File: src/rtl/evt_timer_pkg.sv
package evt_timer_pkg;

    localparam int ADDR_W = 10;
    localparam int WORD_W = 32;

    localparam logic [31:0] CAP_BASE = 32'h8086_A001;
    localparam logic [1:0]  CFG_WMASK = 2'b11;

    typedef enum logic [2:0] {
        RGN_CAP,
        RGN_CFG,
        RGN_STAT,
        RGN_CNT,
        RGN_CHAN,
        RGN_NONE
    } rgn_e;

    typedef struct packed {
        rgn_e       rgn;
        logic       hi;
        logic [4:0] chan;
        logic [2:0] word;
    } dec_t;

    typedef struct packed {
        logic alt_route;
        logic run;
    } gcfg_t;

endpackage

File: src/rtl/evt_addr_dec.sv
module evt_addr_dec
    import evt_timer_pkg::*;
(
    input  logic [ADDR_W-1:0] addr,
    output dec_t              dec
);

    always_comb begin
        dec      = '0;
        dec.rgn  = RGN_NONE;
        dec.hi   = addr[2];
        dec.word = addr[4:2];
        dec.chan = addr[9:5] - 5'd8;
        if (addr[9:8] != 2'b00) begin
            dec.rgn = RGN_CHAN;
        end else begin
            case (addr[7:3])
                5'h00:   dec.rgn = RGN_CAP;
                5'h02:   dec.rgn = RGN_CFG;
                5'h04:   dec.rgn = RGN_STAT;
                5'h1E:   dec.rgn = RGN_CNT;
                default: dec.rgn = RGN_NONE;
            endcase
        end
    end

endmodule

File: src/rtl/evt_main_cnt.sv
module evt_main_cnt #(
    parameter int CNT_W = 64
) (
    input  logic             clk,
    input  logic             rst_n,
    input  logic             run,
    input  logic             wr_lo,
    input  logic             wr_hi,
    input  logic [31:0]      wdata,
    output logic [CNT_W-1:0] cnt_o
);

    localparam int HI_W = CNT_W - 32;

    logic [CNT_W-1:0] cnt_d, cnt_q;

    always_comb begin
        cnt_d = cnt_q;
        if (wr_lo) begin
            cnt_d[31:0] = wdata;
        end
        if (wr_hi) begin
            cnt_d[CNT_W-1:32] = wdata[HI_W-1:0];
        end
        if (!wr_lo && !wr_hi && run) begin
            cnt_d = cnt_q + 1'b1;
        end
    end

    always_ff @(posedge clk) begin
        if (!rst_n) begin
            cnt_q <= '0;
        end else begin
            cnt_q <= cnt_d;
        end
    end

    assign cnt_o = cnt_q;

endmodule

File: src/rtl/evt_ch_fanout.sv
module evt_ch_fanout #(
    parameter int                 MAX_CH    = 8,
    parameter int                 IDX_W     = 3,
    parameter logic [MAX_CH-1:0]  IMPL_MASK = '1
) (
    input  logic              clk,
    input  logic              rst_n,
    input  logic              ch_wr,
    input  logic [IDX_W-1:0]  ch_idx,
    input  logic [2:0]        word,
    input  logic [31:0]       wdata,
    input  logic              en_rise,
    input  logic              en_fall,
    input  logic              stat_wr,
    input  logic [MAX_CH-1:0] cmp_max,
    input  logic [MAX_CH-1:0] irq_stat,
    output logic [MAX_CH-1:0] wr_en_o,
    output logic [2:0]        word_o,
    output logic [31:0]       data_o,
    output logic [MAX_CH-1:0] arm_o,
    output logic [MAX_CH-1:0] disarm_o,
    output logic [MAX_CH-1:0] clr_o
);

    typedef struct packed {
        logic [MAX_CH-1:0] wr_en;
        logic [2:0]        word;
        logic [31:0]       data;
        logic [MAX_CH-1:0] arm;
        logic [MAX_CH-1:0] disarm;
        logic [MAX_CH-1:0] clr;
    } strobe_t;

    strobe_t st_d, st_q;
    logic [MAX_CH-1:0] sel_vec;

    generate
        for (genvar g = 0; g < MAX_CH; g++) begin : g_sel
            assign sel_vec[g] = ch_wr && (ch_idx == IDX_W'(g)) && IMPL_MASK[g];
        end
    endgenerate

    always_comb begin
        st_d        = '0;
        st_d.word   = st_q.word;
        st_d.data   = st_q.data;
        if (ch_wr) begin
            st_d.wr_en = sel_vec;
            st_d.word  = word;
            st_d.data  = wdata;
        end
        if (en_rise) begin
            st_d.arm = IMPL_MASK & ~cmp_max;
        end
        if (en_fall) begin
            st_d.disarm = IMPL_MASK;
            st_d.clr    = IMPL_MASK;
        end else if (stat_wr) begin
            st_d.clr = IMPL_MASK & irq_stat & wdata[MAX_CH-1:0];
        end
    end

    always_ff @(posedge clk) begin
        if (!rst_n) begin
            st_q <= '0;
        end else begin
            st_q <= st_d;
        end
    end

    assign wr_en_o  = st_q.wr_en;
    assign word_o   = st_q.word;
    assign data_o   = st_q.data;
    assign arm_o    = st_q.arm;
    assign disarm_o = st_q.disarm;
    assign clr_o    = st_q.clr;

endmodule

File: src/rtl/evt_timer_regs.sv
module evt_timer_regs
    import evt_timer_pkg::*;
#(
    parameter int          NUM_CH  = 4,
    parameter int          MAX_CH  = 8,
    parameter int          CNT_W   = 64,
    parameter logic [31:0] TICK_FS = 32'd10_000_000,
    localparam int         IDX_W   = (MAX_CH > 1) ? $clog2(MAX_CH) : 1
) (
    input  logic              clk,
    input  logic              rst_n,
    input  logic              bus_sel,
    input  logic              bus_we,
    input  logic [9:0]        bus_addr,
    input  logic [31:0]       bus_wdata,
    output logic [31:0]       bus_rdata,
    input  logic              tick_en,
    output logic [CNT_W-1:0]  count_o,
    output logic [IDX_W-1:0]  ch_rd_idx,
    output logic [2:0]        ch_rd_word,
    input  logic [31:0]       ch_rd_data,
    input  logic [MAX_CH-1:0] ch_cmp_max,
    input  logic [MAX_CH-1:0] ch_irq_stat,
    output logic [MAX_CH-1:0] ch_wr_en,
    output logic [2:0]        ch_wr_word,
    output logic [31:0]       ch_wr_data,
    output logic [MAX_CH-1:0] ch_arm,
    output logic [MAX_CH-1:0] ch_disarm,
    output logic [MAX_CH-1:0] ch_irq_clr
);

    localparam int MIN_CH = 3;
    localparam int NCH = (NUM_CH < MIN_CH) ? MIN_CH :
                         (NUM_CH > MAX_CH) ? MAX_CH : NUM_CH;
    localparam logic [MAX_CH-1:0] IMPL_MASK = {MAX_CH{1'b1}} >> (MAX_CH - NCH);
    localparam logic [31:0] CAP_LO = CAP_BASE | (32'(NCH - 1) << 8);

    dec_t  dec;
    gcfg_t cfg_d, cfg_q;
    logic  wr_acc, ch_in_range;
    logic  wr_cfg, en_rise, en_fall;
    logic  wr_cnt_lo, wr_cnt_hi, cnt_wr_any;
    logic  wr_stat, wr_chan;
    logic  glb_run;
    logic [31:0] rd_mux;

    evt_addr_dec u_dec (
        .addr (bus_addr),
        .dec  (dec)
    );

    assign wr_acc      = bus_sel && bus_we;
    assign ch_in_range = (dec.chan < 5'(NCH));
    assign wr_cfg      = wr_acc && (dec.rgn == RGN_CFG) && !dec.hi;
    assign wr_cnt_lo   = wr_acc && (dec.rgn == RGN_CNT) && !dec.hi;
    assign wr_cnt_hi   = wr_acc && (dec.rgn == RGN_CNT) && dec.hi;
    assign cnt_wr_any  = wr_cnt_lo || wr_cnt_hi;
    assign wr_stat     = wr_acc && (dec.rgn == RGN_STAT) && !dec.hi;
    assign wr_chan     = wr_acc && (dec.rgn == RGN_CHAN) && ch_in_range;
    assign en_rise     = wr_cfg && !cfg_q.run && bus_wdata[0];
    assign en_fall     = wr_cfg && cfg_q.run && !bus_wdata[0];
    assign glb_run     = cfg_q.run;

    always_comb begin
        cfg_d = cfg_q;
        if (wr_cfg) begin
            cfg_d = gcfg_t'((bus_wdata[1:0] & CFG_WMASK) | (cfg_q & ~CFG_WMASK));
        end
    end

    always_ff @(posedge clk) begin
        if (!rst_n) begin
            cfg_q <= '0;
        end else begin
            cfg_q <= cfg_d;
        end
    end

    evt_main_cnt #(
        .CNT_W (CNT_W)
    ) u_cnt (
        .clk   (clk),
        .rst_n (rst_n),
        .run   (glb_run && tick_en),
        .wr_lo (wr_cnt_lo),
        .wr_hi (wr_cnt_hi),
        .wdata (bus_wdata),
        .cnt_o (count_o)
    );

    evt_ch_fanout #(
        .MAX_CH    (MAX_CH),
        .IDX_W     (IDX_W),
        .IMPL_MASK (IMPL_MASK)
    ) u_fan (
        .clk      (clk),
        .rst_n    (rst_n),
        .ch_wr    (wr_chan),
        .ch_idx   (dec.chan[IDX_W-1:0]),
        .word     (dec.word),
        .wdata    (bus_wdata),
        .en_rise  (en_rise),
        .en_fall  (en_fall),
        .stat_wr  (wr_stat),
        .cmp_max  (ch_cmp_max),
        .irq_stat (ch_irq_stat),
        .wr_en_o  (ch_wr_en),
        .word_o   (ch_wr_word),
        .data_o   (ch_wr_data),
        .arm_o    (ch_arm),
        .disarm_o (ch_disarm),
        .clr_o    (ch_irq_clr)
    );

    assign ch_rd_idx  = dec.chan[IDX_W-1:0];
    assign ch_rd_word = dec.word;

    always_comb begin
        rd_mux = '0;
        case (dec.rgn)
            RGN_CAP:  rd_mux = dec.hi ? TICK_FS : CAP_LO;
            RGN_CFG:  rd_mux = dec.hi ? 32'd0 : {30'd0, cfg_q};
            RGN_STAT: rd_mux = dec.hi ? 32'd0 : 32'(ch_irq_stat & IMPL_MASK);
            RGN_CNT:  rd_mux = dec.hi ? 32'(count_o[CNT_W-1:32]) : count_o[31:0];
            RGN_CHAN: rd_mux = ch_in_range ? ch_rd_data : 32'd0;
            default:  rd_mux = '0;
        endcase
    end

    assign bus_rdata = bus_sel ? rd_mux : 32'd0;

endmodule

File: config.mk
export PLATFORM = sky130hd
export DESIGN_NAME = evt_timer_regs
export DESIGN_NICKNAME = d
export VERILOG_FILES = /design/src/rtl/evt_timer_pkg.sv /design/src/rtl/evt_addr_dec.sv /design/src/rtl/evt_main_cnt.sv /design/src/rtl/evt_ch_fanout.sv /design/src/rtl/evt_timer_regs.sv
export SDC_FILE = /design/constraint.sdc
export NUM_CORES = 1
export LEC_CHECK = 0
export BUFFER_PORTS_ARGS = -buffer_cell sky130_fd_sc_hd__buf_2
export CAP_MARGIN = 20
export CORE_MARGIN = 5
export CORE_UTILIZATION = 54
export DETAILED_ROUTE_END_ITERATION = 10
export PLACE_DENSITY = 0.95
export REMOVE_ABC_BUFFERS = 1
export SLEW_MARGIN = 20
export SYNTH_ARGS = -nofsm -noshare
export SYNTH_HDL_FRONTEND = slang
export SYNTH_SLANG_ARGS = --single-unit
File: constraint.sdc
create_clock -name clk -period 4.8 [get_ports clk]
set_input_delay 0.48 -clock clk [delete_from_list [all_inputs] [get_ports clk]]
set_output_delay 0.48 -clock clk [all_outputs]
set_load 0.02 [all_outputs]
==> key figures, run 1 <==
Die
  • Die area: 0.0149 sq mm
  • Chip width: about 120 um
  • Die H: 122 um
  • Row count: a little over 40
  • Io pins: about 260
  • Core Box Area: around 0.012 sq mm
  • Initial Utilization: 54.3%

Worst setup path
  • Startpoint Class: input pin
  • CP required: roughly 4300 ps
  • Crit path kind: input pin to primary output
  • R2r endpoint: u_cnt.cnt_o[29]
  • Setup crit end kind: primary output
  • FF-to-FF path depth: 6
  • R2r startpoint: u_cnt.cnt_o[3]
  • Arr. time, crit path: 2730 ps
  • Worst Path Max Fanout: 19
  • R2R Setup Slk: approximately 1900 ps

Power and ir drop
  • Switching pwr: 564 uW
  • Sw frac: 22.6%
  • Comb pwr share: ~6.5%
  • Clock share of power: a little under three fifths
  • Overall power: 2.50 mW
  • Seq pwr share: between 30% and 40%
  • Max rail drop VDD: approximately 0.26 mV
  • Leak: 3.52 nW
  • Cell Pwr Density: around 290 mW/mm^2
  • Internal power: slightly below 2 mW

Route
  • ANT nets after route: 0
  • WL/cell: approximately 20 um
  • Vias: 7930
  • Drt drc: 0
  • Final wirelength: roughly 25 mm
  • Vias per inst: about 6.3
  • 1st-pass router iterations: 6
  • DR iter-0 viols: between 800 and 900

STA
  • Final period util: 67.0%
  • Clk_skew: 9.40 ps
  • Fmax achieved: 311 MHz
  • RSZ-0062 raised after global routing: no
  • Minimum clock period: 3210 ps
  • Fin. Hold Viols: 0
  • Final setup vio count: 0
  • Hold slack: approximately 220 ps
  • Worst-Margin Slew: 1040 ps
  • Setup TNS: 0 ps
  • Worst setup margin: roughly 1600 ps
  • Max-slew violation count: 0
  • Slew HR: between 30% and 40%

Synthesis
  • Share of the synthesized area in the top cell type: approximately 34%
  • Avg Cell Area, Syn: roughly 7.7 sq um
  • EDFF count, synth: 0
  • Count of cell types in the netlist: 61
  • Top area cells in the synthesized netlist: dfxtp_1 (34%), nand2_1 (8.3%), a21oi_1 (7.8%), mux2_2 (5.3%), a22oi_1 (4.1%)
  • Synth top cells by count: nand2_1 (149), dfxtp_1 (114), a21oi_1 (106)
  • Cell count after synthesis: just under 900
  • Multiplexer share of the synthesized area: 5.62%
  • Cell taking the most area after synthesis: dfxtp_1
  • Count leader, synth: nand2_1
  • Synth Area in Adders: less than 1%
  • Synthesis-stage register bit count: 114
  • Ys flop type: dfxtp_1
  • Combinational family with the most area after synthesis: simple AND/OR/NAND/NOR gates
  • Register area share after synthesis: ~34%
  • Xor-xnor portion of the synthesized cell area: between 1 and 1.5%
  • Mapped Area: 0.00677 sq mm
  • Ys Warns: 0
  • Complex-gate fraction of the synthesized area: between 20% and 30%
  • Synth Area in Simple Gates: 27.3%
  • Fraction of registers with async set/reset: 0%

Clock network
  • CTS Sinks: approximately 110
  • Number of gates resized after cts: 0
  • Clk buf depth: 2
  • Reg clk slew, reported paths: approximately 50 ps
  • TritonCTS clock tree: done
  • Post-CTS setup buffers: 0
  • H-tree levels: 4
  • CTS buffer count: 17
  • Clock Tree Root: clkbuf_16
  • Hold Buf Count CTS: 0
  • Worst skew pair latency: about 430 ps

Global routing
  • Wire length of the first global-routing pass: ~38 mm
  • Largest net degree at the start of global routing: 84
  • Vias in the first global route: 7375
  • GR Overflow Total: 0
  • Total Routing Usage GR: between 30% and 40%
  • Initial antenna violation count: 0

Placed design
  • Worst slack, placed: between 1500 and 2000 ps
  • Final GP Congestion: about 0.96
  • PortBufs: 237
  • DP HPWL: 17.2 mm

Layout
  • Layout cells sized above 1: about 31%
  • Antenna Cells: 0
  • Area occupied by registers: 0.00228 sq mm
  • Core Util, Final: approximately two thirds
  • Fill cells: approximately 1000
  • Multi-input logic area: slightly above 0.004 sq mm
  • Nets: between 1000 and 1500
  • Area grow syn2layout: 26.1%

Hold path
  • Hold EP: u_fan.arm_o[0]
  • Min-delay src: ch_cmp_max[0]
  • HP Class: input pin to flip-flop
  • Hold path cells: 2

Status
  • Status: finished clean

Job
  • MaxCap Viol Count: 0
-- cells by family after synthesis --
logic type                 after synthesis
and+or+nand+nor                        366
AOI/OAI and AO/OA                      257
DFF                                    114
buffers and inverters                   97
muxes                                   34
xor gates and xnor gates                10
adders and majority gates                1
other                                    1
-- final cells by class --
class / instances / area share (%)
Multi-Input combinational cell: 684 / 47.9
Sequential cell: 114 / 26.7
Timing Repair Buffer: 250 / 15.0
Clock buffer: 22 / 5.79
Tap cell: 172 / 2.52
Clock inverter: 10 / 1.79
Inverter: 7 / 0.308
-- critical path: stages --
cell     delay [ps]
buf_2           200
nand4_1         380
nor2_2          850
buf_4           370
a22oi_1          90
a21oi_1         160
buf_2           190
-- through the flow --
stage	area, sq um	cells
2_1_floorplan	6360	805
3_3_place_gp	7900	1227
3_5_place_dp	7900	1227
4_1_cts	8540	1259
5_1_grt	8540	1259
6_report	8540	1259
-- layout by cell type, fill, tap and decap left out, drive strengths merged, types with 3 or more instances in the layout --
cell / count
or3: 6
nor2: 58
buf: 250
clkinv: 5
a22oi: 37
nand3: 33
o311ai: 5
and2: 8
nor4: 23
a2bb2oi: 11
a221oi: 4
a211oi: 4
nand4: 29
and4: 10
xor2: 3
o31ai: 3
conb: 16
or4: 6
bufinv: 4
a31oi: 6
inv: 7
a311oi: 3
nor4b: 3
nand2: 149
o31a: 7
or2: 5
o21a: 7
o22ai: 4
o211ai: 6
a31o: 4
a22o: 5
o21ai: 31
clkbuf: 22
dfxtp: 114
a21oi: 106
a32oi: 4
nor3: 14
and3: 14
xnor2: 7
mux2: 32
-- worst max path at each step --
stage                           start              to  slack (ps)
after global placement    bus_addr[3]   bus_rdata[23]        1610
after detailed placement  bus_addr[3]   bus_rdata[19]        1610
after global routing      bus_addr[4]   bus_rdata[23]        1350
final                     bus_addr[4]   bus_rdata[23]        1590
after CTS                 bus_addr[3]   bus_rdata[23]        1600
after floorplan           bus_addr[3]  u_cnt.cnt_o[0]         610
-- sequential cells by signal (all words and copies together) (netlist names) --
register,cells
cfg_q,1
glb_run,1
u_cnt.cnt_o,64
u_fan.arm_o,4
u_fan.clr_o,4
u_fan.data_o,32
u_fan.disarm_o,1
u_fan.word_o,3
u_fan.wr_en_o,4
-- per-layer routing --
| metal | vias to the layer above | share of wire, % | global-route usage (%) | wire (um) |
|---|---|---|---|---|
| li1 | 3616 | - | - | - |
| met1 | 3654 | 39 | 41.7 | 9730 |
| met2 | 557 | 46 | 52.1 | 11400 |
| met3 | 103 | 11 | 7.20 | 2700 |
| met4 | 0 | 3.7 | 15.1 | 925 |
| met5 | - | 0 | 0 | 0 |
-- power by group through the flow --
stage                     Clock, mW  Sequential, mW  Combinational [mW]
after global placement            0           0.973               0.158
after CTS                      1.38           0.954               0.160
final                          1.38           0.954               0.164
after detailed placement          0           0.974               0.160
after global routing           1.43           0.954               0.174
after floorplan                   0           0.979              0.0573
(Power assumes the default switching activity.)
==> run 2, diff against run 1 <==
--- a/config.mk
+++ b/config.mk
@@ -5,12 +5,13 @@
 export SDC_FILE = /design/constraint.sdc
 export NUM_CORES = 1
 export LEC_CHECK = 0
+export ABC_AREA = 1
 export BUFFER_PORTS_ARGS = -buffer_cell sky130_fd_sc_hd__buf_2
 export CAP_MARGIN = 20
 export CORE_MARGIN = 5
-export CORE_UTILIZATION = 54
+export CORE_UTILIZATION = 52
 export DETAILED_ROUTE_END_ITERATION = 10
-export PLACE_DENSITY = 0.95
+export PLACE_DENSITY = 0.94
 export REMOVE_ABC_BUFFERS = 1
 export SLEW_MARGIN = 20
 export SYNTH_ARGS = -nofsm -noshare
==> constraint.sdc (replaced) <==
create_clock -name clk -period 3.25 [get_ports clk]
set_input_delay 0.325 -clock clk [delete_from_list [all_inputs] [get_ports clk]]
set_output_delay 0.325 -clock clk [all_outputs]
set_load 0.02 [all_outputs]
==> run 2 against run 1 <==
Effect of this change:
- die area increased by 23%
- flip-flop and latch count did not move
- hold slack got worse by 160 ps
- sequential power increased by 48%
- power is 44% higher
- global-route usage up 2.5 points
- clock power up 38%
- register-to-register slack worse by 1100 ps
- via count rose by 31%
- critical endpoint is now bus_rdata[0]
- largest power group unchanged
==> key figures, run 2 <==
Clock network
  • Number of gates resized after cts: 0 (unchanged)
  • Clock Tree Root: clkbuf_16
  • Post-CTS setup buffers: 0 (unchanged)
  • Reg clk slew, reported paths: 60 ps (about the same)
  • Hold Buf Count CTS: 0 (unchanged)
  • TritonCTS clock tree: done
  • CTS buffer count: 17 (unchanged)
  • Worst skew pair latency: 430 ps (about the same)
  • CTS Sinks: 114 (unchanged)
  • H-tree levels: 4 (unchanged)
  • Clk buf depth: 2 (unchanged)

Worst setup path
  • CP max stage delay: 360 ps (-490 ps)
  • Critical path launch point: bus_addr[9]
  • Arr. time, crit path: 2200 ps (-530 ps)
  • Crit-path slowest cell: nor3b_1
  • Worst Setup EP: bus_rdata[0]
  • Worst Path Max Fanout: 6 (-13)
  • FF-to-FF path depth: 11 (+5)
  • Crit path kind: input pin to primary output
  • Cells along the critical path: buf_2, nor2_2, nor3b_1, nand2_1, inv_1, buf_4, nand2_1, nand3_1, o21ai_0, inv_1, buf_2
  • Startpoint Class: input pin
  • R2R Setup Slk: 810 ps (-1060 ps)
  • R2r startpoint: u_cnt.cnt_o[0]
  • Setup crit end kind: primary output
  • CP required: 2920 ps (-1400 ps)
  • R2r endpoint: u_cnt.cnt_o[32]

Layout
  • Fill cells: 1396 (+36%)
  • Nets: 1705 (+46%)
  • Core Util, Final: 64.8% (-3.7 points)
  • Design area: 0.00989 sq mm (+16%)
  • Most common cell after layout, fill and taps aside: nand2_1
  • Layout cells sized above 1: 19.1% (-12 points)
  • Area grow syn2layout: 21.4%
  • Antenna Cells: 0 (unchanged)
  • Max reg flops: 64 (unchanged)
  • Most frequent cells in the layout: nand2_1 (383), nor2_1 (296), buf_2 (237), nand3_1 (166), inv_1 (122)

STA
  • Fmax achieved: 396 MHz
  • Final period util: between 70% and 80%
  • Fin. Hold Viols: 0 (unchanged)
  • Max-slew violation count: 0 (unchanged)
  • Hold slack: 55.0 ps (-160 ps)
  • Minimum clock period: 2530 ps
  • Final setup vio count: 0 (unchanged)
  • Setup TNS: 0 ps (unchanged)
  • Clk_skew: 12.5 ps (+3.06 ps)
  • RSZ-0062 raised after global routing: no
  • Slew HR: 29.1% (-1.1 points)
  • Worst-Margin Slew: 1060 ps (+18.0 ps)
  • Worst setup margin: 723 ps (-863 ps)

Power and ir drop
  • Max rail drop VDD: 0.338 mV (+30%)
  • Cell Pwr Density: 364 mW/mm^2 (+24%)
  • Leak: 4.61 nW (+31%)

Synthesis
  • Synth Area in Simple Gates: 46.0% (+19 points)
  • Mapped Area: 0.00815 sq mm (+20%)
  • EDFF count, synth: 0 (unchanged)
  • Combinational family with the most area after synthesis: simple AND/OR/NAND/NOR gates
  • Avg Cell Area, Syn: 5.77 sq um (-25%)
  • Cell taking the most area after synthesis: dfxtp_1
  • Ys Warns: 0 (unchanged)
  • Ys flop type: dfxtp_1
  • Synth top cells by count: nand2_1 (383), nor2_1 (296), nand3_1 (166)
  • Count of cell types in the netlist: 38 (-38%)
  • Count leader, synth: nand2_1
  • Synth Area in Adders: 0.154% (-0.031 points)
  • Top area cells in the synthesized netlist: dfxtp_1 (28%), nand2_1 (18%), nor2_1 (14%), nand3_1 (10%), inv_1 (5.6%)
  • Register area share after synthesis: 28.0% (-5.7 points)
  • Fraction of registers with async set/reset: 0% (unchanged)
  • Multiplexer share of the synthesized area: 0% (-5.6 points)
  • Synthesis-stage register bit count: 114 (unchanged)
  • Share of the synthesized area in the top cell type: 28.0% (-5.7 points)
  • Complex-gate fraction of the synthesized area: 10.8% (-14 points)
  • Xor-xnor portion of the synthesized cell area: 2.90% (+1.6 points)
  • Cell count after synthesis: 1412 (+60%)

Die
  • Row count: 45 (+9.8%)
  • Chip width: 135 um (+11%)
  • Die H: 135 um (+11%)
  • Core Box Area: 0.0153 sq mm (+22%)
  • Initial Utilization: 53.4% (-0.94 points)
  • Die area: 0.0183 sq mm (+23%)
  • Io pins: 264 (unchanged)

Placed design
  • DP HPWL: 24.0 mm (+40%)
  • Dpl cell area: 0.00929 sq mm (+18%)
  • PortBufs: 237 (unchanged)
  • Worst slack, placed: 714 ps (-893 ps)
  • Final GP Congestion: 0.980 (+2.2%)

Route
  • DR iter-0 viols: 1204 (+42%)
  • 1st-pass router iterations: 9 (+3)
  • WL/cell: 18.0 um (-8.4%)
  • Vias per inst: 5.66 (-10%)
  • ANT nets after route: 0 (unchanged)
  • Drt drc: 0 (unchanged)
  • Vias: 10400 (+31%)
  • Final wirelength: 33.0 mm (+33%)

Global routing
  • Global Route met2 Usage: 57.0% (+4.9 points)
  • Initial antenna violation count: 0 (unchanged)
  • GR Overflow Total: 0 (unchanged)
  • Largest net degree at the start of global routing: 84 (unchanged)
  • Met1 usage: 44.0% (+2.2 points)
  • Vias in the first global route: 9440 (+28%)
  • Total Routing Usage GR: 35.0% (+2.5 points)
  • Wire length of the first global-routing pass: 50.4 mm (+32%)
  • Busiest grt layer: met2
  • Global routing usage on met3: 8.58% (+1.4 points)

Job
  • MaxCap Viol Count: 0 (unchanged)

Status
  • Status: finished clean

Hold path
  • HP Class: input pin to flip-flop
[run 2: cell count changes after synthesis, moves of 32 or more]
cell / previous run / this run
a21oi_1: 106 / 44
nand3_1: 33 / 166
nand2_1: 149 / 383
inv_1: 7 / 122
o21ai_0: 30 / 79
mux2_2: 32 / 0
nor2_1: 57 / 296
[run 2: cell families after synthesis]
group / Yosys count
buffers and inverters: 218
adder cells (fa/ha/maj): 1
AO/OA/AOI/OAI: 160
other: 1
flip-flops: 114
XOR/XNOR: 27
AND/OR/NAND/NOR: 891
[run 2: per-stage QoR]
stage               power [mW]  cells
finish                    3.59   1833
global route              3.68   1833
CTS                       3.59   1833
detailed placement        1.70   1801
global placement          1.70   1801
floorplan                 1.54   1339
[run 2: worst min path at each step]
| stage | from | end | slack, ps | cells past startpoint |
|---|---|---|---|---|
| after global routing | ch_cmp_max[3] | u_fan.arm_o[3] | 50 | 2 |
| after CTS | ch_cmp_max[2] | u_fan.arm_o[2] | 40 | 2 |
| after detailed placement | cfg_q[1] | cfg_q[1] | 450 | 2 |
| after global placement | cfg_q[1] | cfg_q[1] | 450 | 2 |
| final | ch_cmp_max[2] | u_fan.arm_o[2] | 60 | 2 |
| after floorplan | ch_cmp_max[0] | u_fan.arm_o[0] | 400 | 1 |
[run 2: critical path, delay by kind of cell]
kind	cells	cell delay [ps]
AND/OR/NAND/NOR	5	1170
buffers and inverters	5	630
AO/OA/AOI/OAI	1	80
[run 2: cell type report]
cell class	instances	area, sq um	area share (%)
flip-flops and latches	114	2280	23.1
well taps	211	264	2.67
clock buffers	18	439	4.44
clock inverters	14	155	1.57
repair buffers	251	1320	13.3
multi-input cells	1095	4940	50.0
inverters	130	488	4.94
[run 2: where the power goes]
part,internal (mW),switching [mW]
clock network,1.16,0.758
logic,0.0781,0.192
registers,1.41,0.00416
[run 2: per-layer routing]
metal	vias to the layer above	part of all wire, %
li1	4855	-
met1	4648	38
met2	746	45
met3	127	12
met4	0	4.3
met5	-	0
==> run 3, diff against run 2 <==
--- a/config.mk
+++ b/config.mk
@@ -5,11 +5,11 @@
 export SDC_FILE = /design/constraint.sdc
 export NUM_CORES = 1
 export LEC_CHECK = 0
-export ABC_AREA = 1
+export ABC_AREA = 0
 export BUFFER_PORTS_ARGS = -buffer_cell sky130_fd_sc_hd__buf_2
 export CAP_MARGIN = 20
 export CORE_MARGIN = 5
-export CORE_UTILIZATION = 52
+export CORE_UTILIZATION = 50
 export DETAILED_ROUTE_END_ITERATION = 10
 export PLACE_DENSITY = 0.94
 export REMOVE_ABC_BUFFERS = 1
==> constraint.sdc (replaced) <==
create_clock -name clk -period 2.53 [get_ports clk]
set_input_delay 0.253 -clock clk [delete_from_list [all_inputs] [get_ports clk]]
set_output_delay 0.253 -clock clk [all_outputs]
set_load 0.02 [all_outputs]
==> run 3 against run 2 <==
Effect of this change:
- critical path depth down 5
- flip-flop and latch count unchanged
- routed wire length down 18%
- sequential share of layout area up 2.1 points
==> key figures, run 3 (synthesis gave the netlist of run 1 again) <==
Status
  • Status: finished clean

Worst setup path
  • Startpoint Class: input pin
  • CP required: 2280 ps (-640 ps)
  • Arr. time, crit path: 2230 ps (+30 ps)
  • Crit path kind: input pin to primary output
  • Worst Path Max Fanout: 5 (-1)
  • Setup crit end kind: primary output

STA
  • Clk_skew: 6.60 ps (-5.86 ps)
  • Fmax achieved: about 400 MHz
  • Minimum clock period: approximately 2500 ps
  • Slew HR: 38.8% (+9.6 points)
  • Final setup vio count: 0 (unchanged)
  • Worst-Margin Slew: 918 ps (-143 ps)
  • Setup TNS: 0 ps (unchanged)
  • Max-slew violation count: 0 (unchanged)
  • RSZ-0062 raised after global routing: no
  • Final period util: just under 100%
  • Fin. Hold Viols: 0 (unchanged)

Global routing
  • Vias in the first global route: 8325 (-12%)
  • Largest net degree at the start of global routing: 64 (-24%)
  • Initial antenna violation count: 0 (unchanged)
  • Total Routing Usage GR: 32.3% (-2.7 points)
  • GR Overflow Total: 0 (unchanged)
  • Wire length of the first global-routing pass: 42.1 mm (-17%)

Layout
  • Antenna Cells: 0 (unchanged)
  • Fill cells: 1082 (-22%)
  • Most common cell after layout, fill and taps aside: buf_2
  • Layout cells sized above 1: 34.7% (+16 points)
  • Most frequent cells in the layout: buf_2 (237), nand2_1 (149), dfxtp_1 (114), a21oi_1 (106), buf_4 (74)
  • Design area: 0.00907 sq mm (-8.3%)
  • Max reg flops: 64 (unchanged)
  • Nets: 1237 (-27%)
  • Area grow syn2layout: 33.9%

Clock network
  • Post-CTS setup buffers: 0 (unchanged)
  • H-tree levels: 4 (unchanged)
  • Hold Buf Count CTS: 4 (+4)
  • Worst skew pair latency: 420 ps (about the same)
  • Clock Tree Root: clkbuf_16
  • CTS buffer count: 17 (unchanged)
  • TritonCTS clock tree: done
  • CTS Sinks: 114 (unchanged)
  • Clk buf depth: 2 (unchanged)
  • Reg clk slew, reported paths: 60 ps (about the same)
  • Number of gates resized after cts: 0 (unchanged)

Die
  • Die H: 126 um (-6.5%)
  • Io pins: 264 (unchanged)
  • Chip width: 126 um (-6.5%)
  • Die area: 0.0160 sq mm (-13%)
  • Core Box Area: 0.0132 sq mm (-13%)
  • Initial Utilization: 51.1% (-2.2 points)
  • Row count: 42 (-6.7%)

Route
  • Final wirelength: 26.9 mm (-18%)
  • 1st-pass router iterations: 8 (-1)
  • Uppermost routed layer: met4
  • ANT nets after route: 0 (unchanged)
  • WL/cell: 20.2 um (+12%)
  • Met2 WL post-DR: 12.4 mm (-17%)
  • M1 WL: 9.97 mm (-20%)
  • Vias: 8396 (-19%)
  • Wire length on met3: 3.11 mm (-24%)
  • DR iter-0 viols: 1047 (-13%)
  • Drt drc: 0 (unchanged)
  • Vias per inst: 6.31 (+12%)

Placed design
  • Dpl cell area: 0.00840 sq mm (-9.6%)
  • Final GP Congestion: 1.03 (+5.5%)
  • PortBufs: 237 (unchanged)
  • DP HPWL: 19.5 mm (-19%)

Power and ir drop
  • Cell Pwr Density: 519 mW/mm^2 (+43%)
  • Leak: 3.86 nW (-16%)
  • Max rail drop VDD: 0.382 mV (+13%)
  • Overall power: 4.71 mW (+31%)

Job
  • MaxCap Viol Count: 0 (unchanged)

Hold path
  • HP Class: input pin to flip-flop
[run 3: cell types whose count changed in the layout (fill, tap and decap cells not counted), sizes merged, moves of 14 or more]
cell and change:
mux2 +32, nor2 -246, a22oi +16, buf +62, a21oi +62, nor4 +23
nand2 -241, nand3 -134, inv -125, xor2 -17, o21ai -51, and3 +14
[run 3: path summary, 6_finish.rpt]
path	startpoint	endpoint	slack, ps	cells past startpoint
worst max-delay path	bus_addr[3]	bus_rdata[18]	50	6
worst min-delay path	bus_wdata[28]	u_fan.data_o[28]	100	3
worst max register to register	u_cnt.cnt_o[4]	u_cnt.cnt_o[49]	170	6
worst min register to register	u_fan.data_o[5]	u_fan.data_o[5]	450	2
[run 3: per-layer routing]
metal  vias to the layer above  GRT usage (%)
met4                         0           18.3
met3                       144           8.45
met1                      3879           39.3
met5                         -              0
li1                       3730              -
met2                       643           52.0
[run 3: cell type report]
class	instances	area [sq um]	area share, %
multi-input cells	684	4090	45.1
repair buffers	317	1820	20.1
clock buffers	21	470	5.19
well taps	176	220	2.43
clock inverters	11	158	1.74
flip-flops and latches	114	2280	25.2
inverters	7	26.3	0.290
[run 3: worst max-delay path: stages]
cell and delay, ps:
buf_2 110, or3_1 390, or4_4 420, or3_1 600, a21oi_1 260, buf_2 190
[run 3: per-stage QoR]
step / setup slack (ps) / utilization (%) / std cells / hold WS [ps]
after global routing: 12.3 / 68.5 / 1330 / 88.6
after global placement: 132 / 63.4 / 1294 / 410
after CTS: 106 / 68.5 / 1330 / 67.7
final: 51.1 / 68.5 / 1330 / 97.3
after detailed placement: 106 / 63.4 / 1294 / 414
after floorplan: -1430 / - / 805 / 325
[run 3: where the power goes]
| part | internal [mW] | switching [mW] | leakage (nW) | total, mW |
|---|---|---|---|---|
| Clock | 1.71 | 0.850 | 0.312 | 2.56 |
| Sequential | 1.80 | 0.00426 | 0.918 | 1.81 |
| Combinational | 0.114 | 0.222 | 2.63 | 0.336 |
